$ cat config.mk
export PLATFORM = sky130hd
export DESIGN_NAME = mpanel_count_drv
export DESIGN_NICKNAME = d
export VERILOG_FILES = /design/src/rtl/mpanel_pkg.sv /design/src/rtl/mpanel_gap_timer.sv /design/src/rtl/mpanel_step_counter.sv /design/src/rtl/mpanel_seq.sv /design/src/rtl/mpanel_count_drv.sv
export SDC_FILE = /design/constraint.sdc
export NUM_CORES = 1
export LEC_CHECK = 0
export BUFFER_PORTS_ARGS = -buffer_cell sky130_fd_sc_hd__buf_2
export CAP_MARGIN = 5
export CORE_MARGIN = 5
export CORE_UTILIZATION = 30
export DETAILED_ROUTE_END_ITERATION = 6
export GPL_TIMING_DRIVEN = 0
export PLACE_DENSITY_LB_ADDON = 0.1
export SLEW_MARGIN = 30
export SYNTH_ARGS = -nofsm -noshare
export SYNTH_HDL_FRONTEND = slang
export SYNTH_SLANG_ARGS = --single-unit
$ cat constraint.sdc
create_clock -name clk_i -period 4.75 [get_ports clk_i]
set_clock_uncertainty 0.1 [all_clocks]
set_input_delay 0.95 -clock clk_i [delete_from_list [all_inputs] [get_ports clk_i]]
set_output_delay 0.95 -clock clk_i [all_outputs]
set_load 0.02 [all_outputs]
$ cat src/rtl/mpanel_pkg.sv
package mpanel_pkg;

    typedef enum logic [2:0] {
        ST_IDLE,
        ST_CLEAR,
        ST_SETTLE,
        ST_STEP,
        ST_FINISH
    } seq_state_e;

    typedef enum logic {
        GAP_AFTER_CLEAR,
        GAP_AFTER_STEP
    } gap_kind_e;

    typedef struct packed {
        logic clear;
        logic step;
    } panel_cmd_t;

    // Whole cycles covering a time span, rounded up, never below one.
    function automatic int unsigned cycles_for(input int unsigned span_ps,
                                               input int unsigned clk_ps);
        int unsigned c;
        c = (span_ps + clk_ps - 1) / clk_ps;
        return (c < 1) ? 1 : c;
    endfunction

    // Bits needed to hold values 0..v.
    function automatic int unsigned width_for(input int unsigned v);
        return (v < 2) ? 1 : $clog2(v + 1);
    endfunction

endpackage

$ cat src/rtl/mpanel_gap_timer.sv
module mpanel_gap_timer
    import mpanel_pkg::*;
#(
    parameter int unsigned CLR_CYC  = 80,
    parameter int unsigned STEP_CYC = 40
) (
    input  logic      clk_i,
    input  logic      rst_i,
    input  logic      arm_i,
    input  gap_kind_e kind_i,
    output logic      last_o
);
    localparam int unsigned LONGEST = (CLR_CYC > STEP_CYC) ? CLR_CYC : STEP_CYC;
    localparam int unsigned CW      = width_for(LONGEST);

    logic [CW-1:0] cnt_q;

    // Arming loads the gap length; the count then runs down to zero.
    always_ff @(posedge clk_i) begin
        if (rst_i) begin
            cnt_q <= '0;
        end else if (arm_i) begin
            cnt_q <= (kind_i == GAP_AFTER_CLEAR) ? CW'(CLR_CYC) : CW'(STEP_CYC);
        end else if (cnt_q != '0) begin
            cnt_q <= cnt_q - CW'(1);
        end
    end

    assign last_o = (cnt_q == CW'(1));

endmodule

$ cat src/rtl/mpanel_step_counter.sv
module mpanel_step_counter #(
    parameter int unsigned VAL_W   = 14,
    parameter int unsigned MAX_VAL = 9999
) (
    input  logic             clk_i,
    input  logic             rst_i,
    input  logic             load_i,
    input  logic [VAL_W-1:0] value_i,
    input  logic             dec_i,
    output logic             zero_o
);
    localparam logic [VAL_W-1:0] CAP = VAL_W'(MAX_VAL);

    logic [VAL_W-1:0] rem_q;
    logic [VAL_W-1:0] capped;

    assign capped = (value_i > CAP) ? CAP : value_i;

    always_ff @(posedge clk_i) begin
        if (rst_i) begin
            rem_q <= '0;
        end else if (load_i) begin
            rem_q <= capped;
        end else if (dec_i && (rem_q != '0)) begin
            rem_q <= rem_q - VAL_W'(1);
        end
    end

    assign zero_o = (rem_q == '0);

endmodule

$ cat src/rtl/mpanel_seq.sv
module mpanel_seq
    import mpanel_pkg::*;
(
    input  logic       clk_i,
    input  logic       rst_i,
    input  logic       start_i,
    input  logic       gap_last_i,
    input  logic       none_left_i,
    output panel_cmd_t cmd_o,
    output logic       load_o,
    output logic       arm_o,
    output gap_kind_e  kind_o,
    output logic       busy_o,
    output logic       done_o
);
    seq_state_e state_q, state_d;

    always_comb begin
        state_d = state_q;
        unique case (state_q)
            ST_IDLE:   if (start_i) state_d = ST_CLEAR;
            ST_CLEAR:  state_d = ST_SETTLE;
            ST_SETTLE: if (gap_last_i) state_d = none_left_i ? ST_FINISH : ST_STEP;
            ST_STEP:   state_d = ST_SETTLE;
            ST_FINISH: state_d = ST_IDLE;
            default:   state_d = ST_IDLE;
        endcase
    end

    always_ff @(posedge clk_i) begin
        if (rst_i) state_q <= ST_IDLE;
        else       state_q <= state_d;
    end

    assign load_o    = (state_q == ST_IDLE) && start_i;
    assign cmd_o.clear = (state_q == ST_CLEAR);
    assign cmd_o.step  = (state_q == ST_STEP);
    assign arm_o     = cmd_o.clear || cmd_o.step;
    assign kind_o    = cmd_o.step ? GAP_AFTER_STEP : GAP_AFTER_CLEAR;
    assign busy_o    = (state_q != ST_IDLE);
    assign done_o    = (state_q == ST_FINISH);

endmodule

$ cat src/rtl/mpanel_count_drv.sv
module mpanel_count_drv
    import mpanel_pkg::*;
#(
    parameter int unsigned CLK_PS      = 10000,
    parameter int unsigned CLR_GAP_PS  = 800000,
    parameter int unsigned STEP_GAP_PS = 400000,
    parameter int unsigned VAL_W       = 14,
    parameter int unsigned MAX_VAL     = 9999
) (
    input  logic             clk_i,
    input  logic             rst_i,
    input  logic             start_i,
    input  logic [VAL_W-1:0] value_i,
    output logic             clr_o,
    output logic             inc_o,
    output logic             busy_o,
    output logic             done_o
);
    localparam int unsigned CLR_CYC  = cycles_for(CLR_GAP_PS, CLK_PS);
    localparam int unsigned STEP_CYC = cycles_for(STEP_GAP_PS, CLK_PS);

    panel_cmd_t cmd;
    gap_kind_e  kind;
    logic       load, arm, gap_last, none_left;

    mpanel_seq seq_i (
        .clk_i       (clk_i),
        .rst_i       (rst_i),
        .start_i     (start_i),
        .gap_last_i  (gap_last),
        .none_left_i (none_left),
        .cmd_o       (cmd),
        .load_o      (load),
        .arm_o       (arm),
        .kind_o      (kind),
        .busy_o      (busy_o),
        .done_o      (done_o)
    );

    mpanel_gap_timer #(
        .CLR_CYC  (CLR_CYC),
        .STEP_CYC (STEP_CYC)
    ) timer_i (
        .clk_i  (clk_i),
        .rst_i  (rst_i),
        .arm_i  (arm),
        .kind_i (kind),
        .last_o (gap_last)
    );

    mpanel_step_counter #(
        .VAL_W   (VAL_W),
        .MAX_VAL (MAX_VAL)
    ) steps_i (
        .clk_i   (clk_i),
        .rst_i   (rst_i),
        .load_i  (load),
        .value_i (value_i),
        .dec_i   (cmd.step),
        .zero_o  (none_left)
    );

    assign clr_o = cmd.clear;
    assign inc_o = cmd.step;

endmodule

[Word level (Yosys, flattened, before mapping)]
Index checks and enable logic that the tools add are counted.
Widths: inputs -> output; s select.
Word-level totals
  output and inout port bits: 4
  input port bits: 17
  logic and storage cells: 36
  flip-flop bits (word level): 24
Operators by class
  add/subtract/negate cells: 2
  $lt $le $gt $ge: 1
  eq/ne operators: 7
  reductions and logical operators: 12
  mux-type cells: 11
Operator list (count)
  $mux 14: 3
  $mux 7: 3
  $gt 14x14->1 const B: 1
  $logic_not 14->1: 1
  $reduce_bool 14->1: 1
  $sub 14x1->14 const B: 1
  $mux 3: 3
  $pmux 3 s3: 1
  $eq 7x1->1 const B: 1
  $reduce_bool 7->1: 1
  $sub 7x1->7 const B: 1
  $eq 3x2->1 const B: 2
  $ne 2x2->1 const B: 2
  $reduce_bool 2->1: 2
  $eq 3x1->1 const B: 1
  $eq 3x3->1 const B: 1
  $logic_not 3->1: 1
  $reduce_bool 3->1: 1
  $logic_and 1x1->1: 2
  $reduce_and 2->1: 1
  $reduce_or 2->1: 1
  $logic_or 1x1->1: 1
  $mux 1: 1

[Depth between registers and ports, before layout]
  depth after elaboration: 4
  mapped depth: 7
  mapped depth without buffers: 7

[By module]
Synthesis repeated with hierarchy kept, for this count alone.
Second synthesis, totals
  cells, all modules: 187
  area total of the unflattened synthesis: 1572.8 µm²
By module, submodules not included
  mpanel_step_counter: area each 1032.2 µm², times used 1, cells each 128, seq. area each 280.3 µm²
  mpanel_gap_timer: area each 372.9 µm², times used 1, cells each 40, seq. area each 140.1 µm²
  mpanel_seq: area each 167.7 µm², times used 1, cells each 19, seq. area each 60.1 µm²

[Worst setup path after synthesis]
Ideal clock, no wire load.
  kind: register to output
  start: register seq_i.state_q[1]
  end: output port done_o
  cell stages (with the launch flop): 3
  path buffers: 1
  data required time: 3700 ps
  data arrival time: 959 ps
  setup slack: 2741 ps
  path through: dfxtp_1 > buf_2 > nor3b_1
Between the ends
  word-level cells in the longest chain between the ends: 1
Ends and longest elaborated chain
  start: declaration: line mpanel_seq.sv:16  | seq_state_e state_q, state_d;
  start signal: assignment: line mpanel_seq.sv:32  | else state_q <= state_d;
  $eq 3x3->1: line mpanel_seq.sv:41  | assign done_o = (state_q == ST_FINISH);
  end: declaration: line mpanel_count_drv.sv:17  | output logic done_o
No other way between the ends.

[Worst setup path after layout]
  start: register seq_i.state_q[2]
  end: output port inc_o
Between the ends
  word-level cells in the longest chain between the ends: 1
Ends and longest elaborated chain
  $eq 3x2->1: line mpanel_seq.sv:37  | assign cmd_o.step = (state_q == ST_STEP);
  end: declaration: line mpanel_count_drv.sv:15  | output logic inc_o,
No other way between the ends.

==> metrics <==
status complete, no violations; clock tree buffer depth 2; final WL 4.02 mm; worst hold path depth 2; register area share after synthesis 0.335; Synth Net Count 190; EDFF count, synth 0; critical path's slowest cell dfxtp_1; post-CTS setup repair buffer count 0; synth warn 0; remaining global-route overflow 0; Main synth FF type dfxtp_1; Post-Layout Cell Count 246; IO Port Bufs 20; CP endpoint kind output pin; WL/cell between 15 and 20 µm; Syn Std Cell Area 1440 µm²; vias in the first global route 1341; #FFs+latches synth 24; Period minus WS final 2.61 ns; final setup vio count 0; number of buffers created by CTS 3; Final Max Slew Viols 0; startpoint types register; CP max stage delay 0.46 ns; worst-path maximum fanout 9; Max-slew headroom 0.573; largest net degree at the start of global routing 13; placed cells between 200 and 250; Die W roughly 79 µm; synthesized instance count 169; Slew @ Worst Pin 0.633 ns; initial drt markers 83; clk_lat worst skew 0.27 ns; diode count 0; htree depth 1; TritonCTS clock tree done; Residual DRC 0; syn avg cell area 8.49 µm²; remaining antenna violation count 0; HP Class register to register; max-cap violations 0; Layout area overhead 14.6%; R2R depth 7; PostCTS Resize Cnt 0; layout cells sized above 1 0.172; Crit Path Category register to output pin; critical path required time 3.70 ns; initial antenna violation count 0; Leak 0.629 nW; first-pass GRT wire length 6.44 mm; Core Region 4690 µm²; Initial Utilization 0.306; vias per inst 5.53; Async S/R FF share, synth 0; Hold Fails Final Rpt 0; height of the die around 79 µm; Detailed Place HPWL 3.11 mm; clock sinks 24; clk slew on worst S/H paths 0.09 ns; GPL Wtd Cong between 0.8 and 0.9; unrepaired setup endpoints after global routing no; # nets final 215; worst path cell trace nand3b_2, clkinv_1, buf_2; Post-CTS Hold Buffers 0; max frequency about 0.38 GHz; final period utilization 0.549; Worst EP arrival 1.56 ns; Distinct cells, synth 48; vias around 1400; io pins 21; Root Driver clkbuf_8; Power per Cell Area 402 nW/µm²; # rows 25; final core area utilization 0.350; setup TNS 0 ns; die footprint 6270 µm²; worst vdd ir 0.000102 V; Initial DRT Pass Iterations 4; GRT Util Overall 0.130
[kinds of logic (layout without fill, tap and decap cells)]
logic type | Yosys count | after routing | synth area share
flip-flops | 24 | 24 | 0.335
AO/OA/AOI/OAI | 45 | 45 | 0.225
AND/OR/NAND/NOR | 70 | 70 | 0.295
buffers and inverters | 14 | 37 | 0.0375
XOR/XNOR | 12 | 12 | 0.0732
adder cells (fa/ha/maj) | 4 | 4 | 0.0349
[flip-flops by register name (all words and copies together) (netlist names)]
signal and flops:
seq_i.state_q 3, steps_i.rem_q 14, timer_i.cnt_q 7
[cell type report]
cell class,count,area [µm²]
Inverter,10,37.5
Clock buffer,3,41.3
Sequential cell,24,480
Buffer,4,16.3
Tap cell,54,67.6
Fill cell,486,3050
Multi-Input combinational cell,131,901
Timing Repair Buffer,20,100
[cell usage in the layout (no fill, tap or decap), drive strengths merged, types with 6 or more instances in the layout]
master  Yosys  final
nor2       18     18
a211oi      6      6
inv         9      9
xnor2       8      8
nand2      11     11
a21oi      14     14
nor3        8      8
buf         1     21
dfxtp      24     24
clkbuf      3      6
[layer usage]
layer  GRT usage  wire length (µm)  share of wire
met5           0                 0              0
met4      0.0550                59          0.015
met3      0.0261               264          0.066
met2       0.213              1860           0.46
met1       0.166              1840           0.46
[worst max-delay path, delay by kind of cell, from the launching register on]
| family | cells | cell delay, ns |
|---|---|---|
| buffers and inverters | 2 | 0.58 |
| DFF | 1 | 0.46 |
| and+or+nand+nor | 1 | 0.24 |
[synth_stat cells, drive strengths merged (5+ instances only)]
master  count  share of area
inv         9          0.024
dfxtp      24           0.33
a21oi      14          0.049
nand2      11          0.029
nor2       18          0.047
xnor2       8          0.049
nand3       5          0.017
a211oi      6          0.038
nor3        8          0.031
[metrics by stage]
stage	setup WS, ns	instance area (µm²)	total power, mW	hold WS, ns
3_5_place_dp	2.26	1600	0.539	0.409
3_3_place_gp	2.34	1600	0.535	0.391
2_1_floorplan	2.74	1440	0.475	0.378
5_1_grt	2.04	1640	0.705	0.450
4_1_cts	2.13	1640	0.665	0.423
6_report	2.14	1640	0.660	0.420
[worst paths after layout]
| check | start | to | slack [ns] |
|---|---|---|---|
| worst max-delay path | seq_i.state_q[2]$_SDFFE_PP0P_ | inc_o | 2.14 |
| worst min-delay path | steps_i.rem_q[1]$_SDFFE_PP0P_ | steps_i.rem_q[1]$_SDFFE_PP0P_ | 0.42 |
| worst max register to register | steps_i.rem_q[0]$_SDFFE_PP0P_ | steps_i.rem_q[3]$_SDFFE_PP0P_ | 2.57 |
| worst min register to register | steps_i.rem_q[1]$_SDFFE_PP0P_ | steps_i.rem_q[1]$_SDFFE_PP0P_ | 0.42 |
[report_power, final]
group / internal [mW] / total, mW / switching (mW)
registers: 0.236 / 0.276 / 0.0405
logic: 0.114 / 0.260 / 0.146
clock network: 0.0568 / 0.124 / 0.0673
Power figures use the tool's default switching activity.
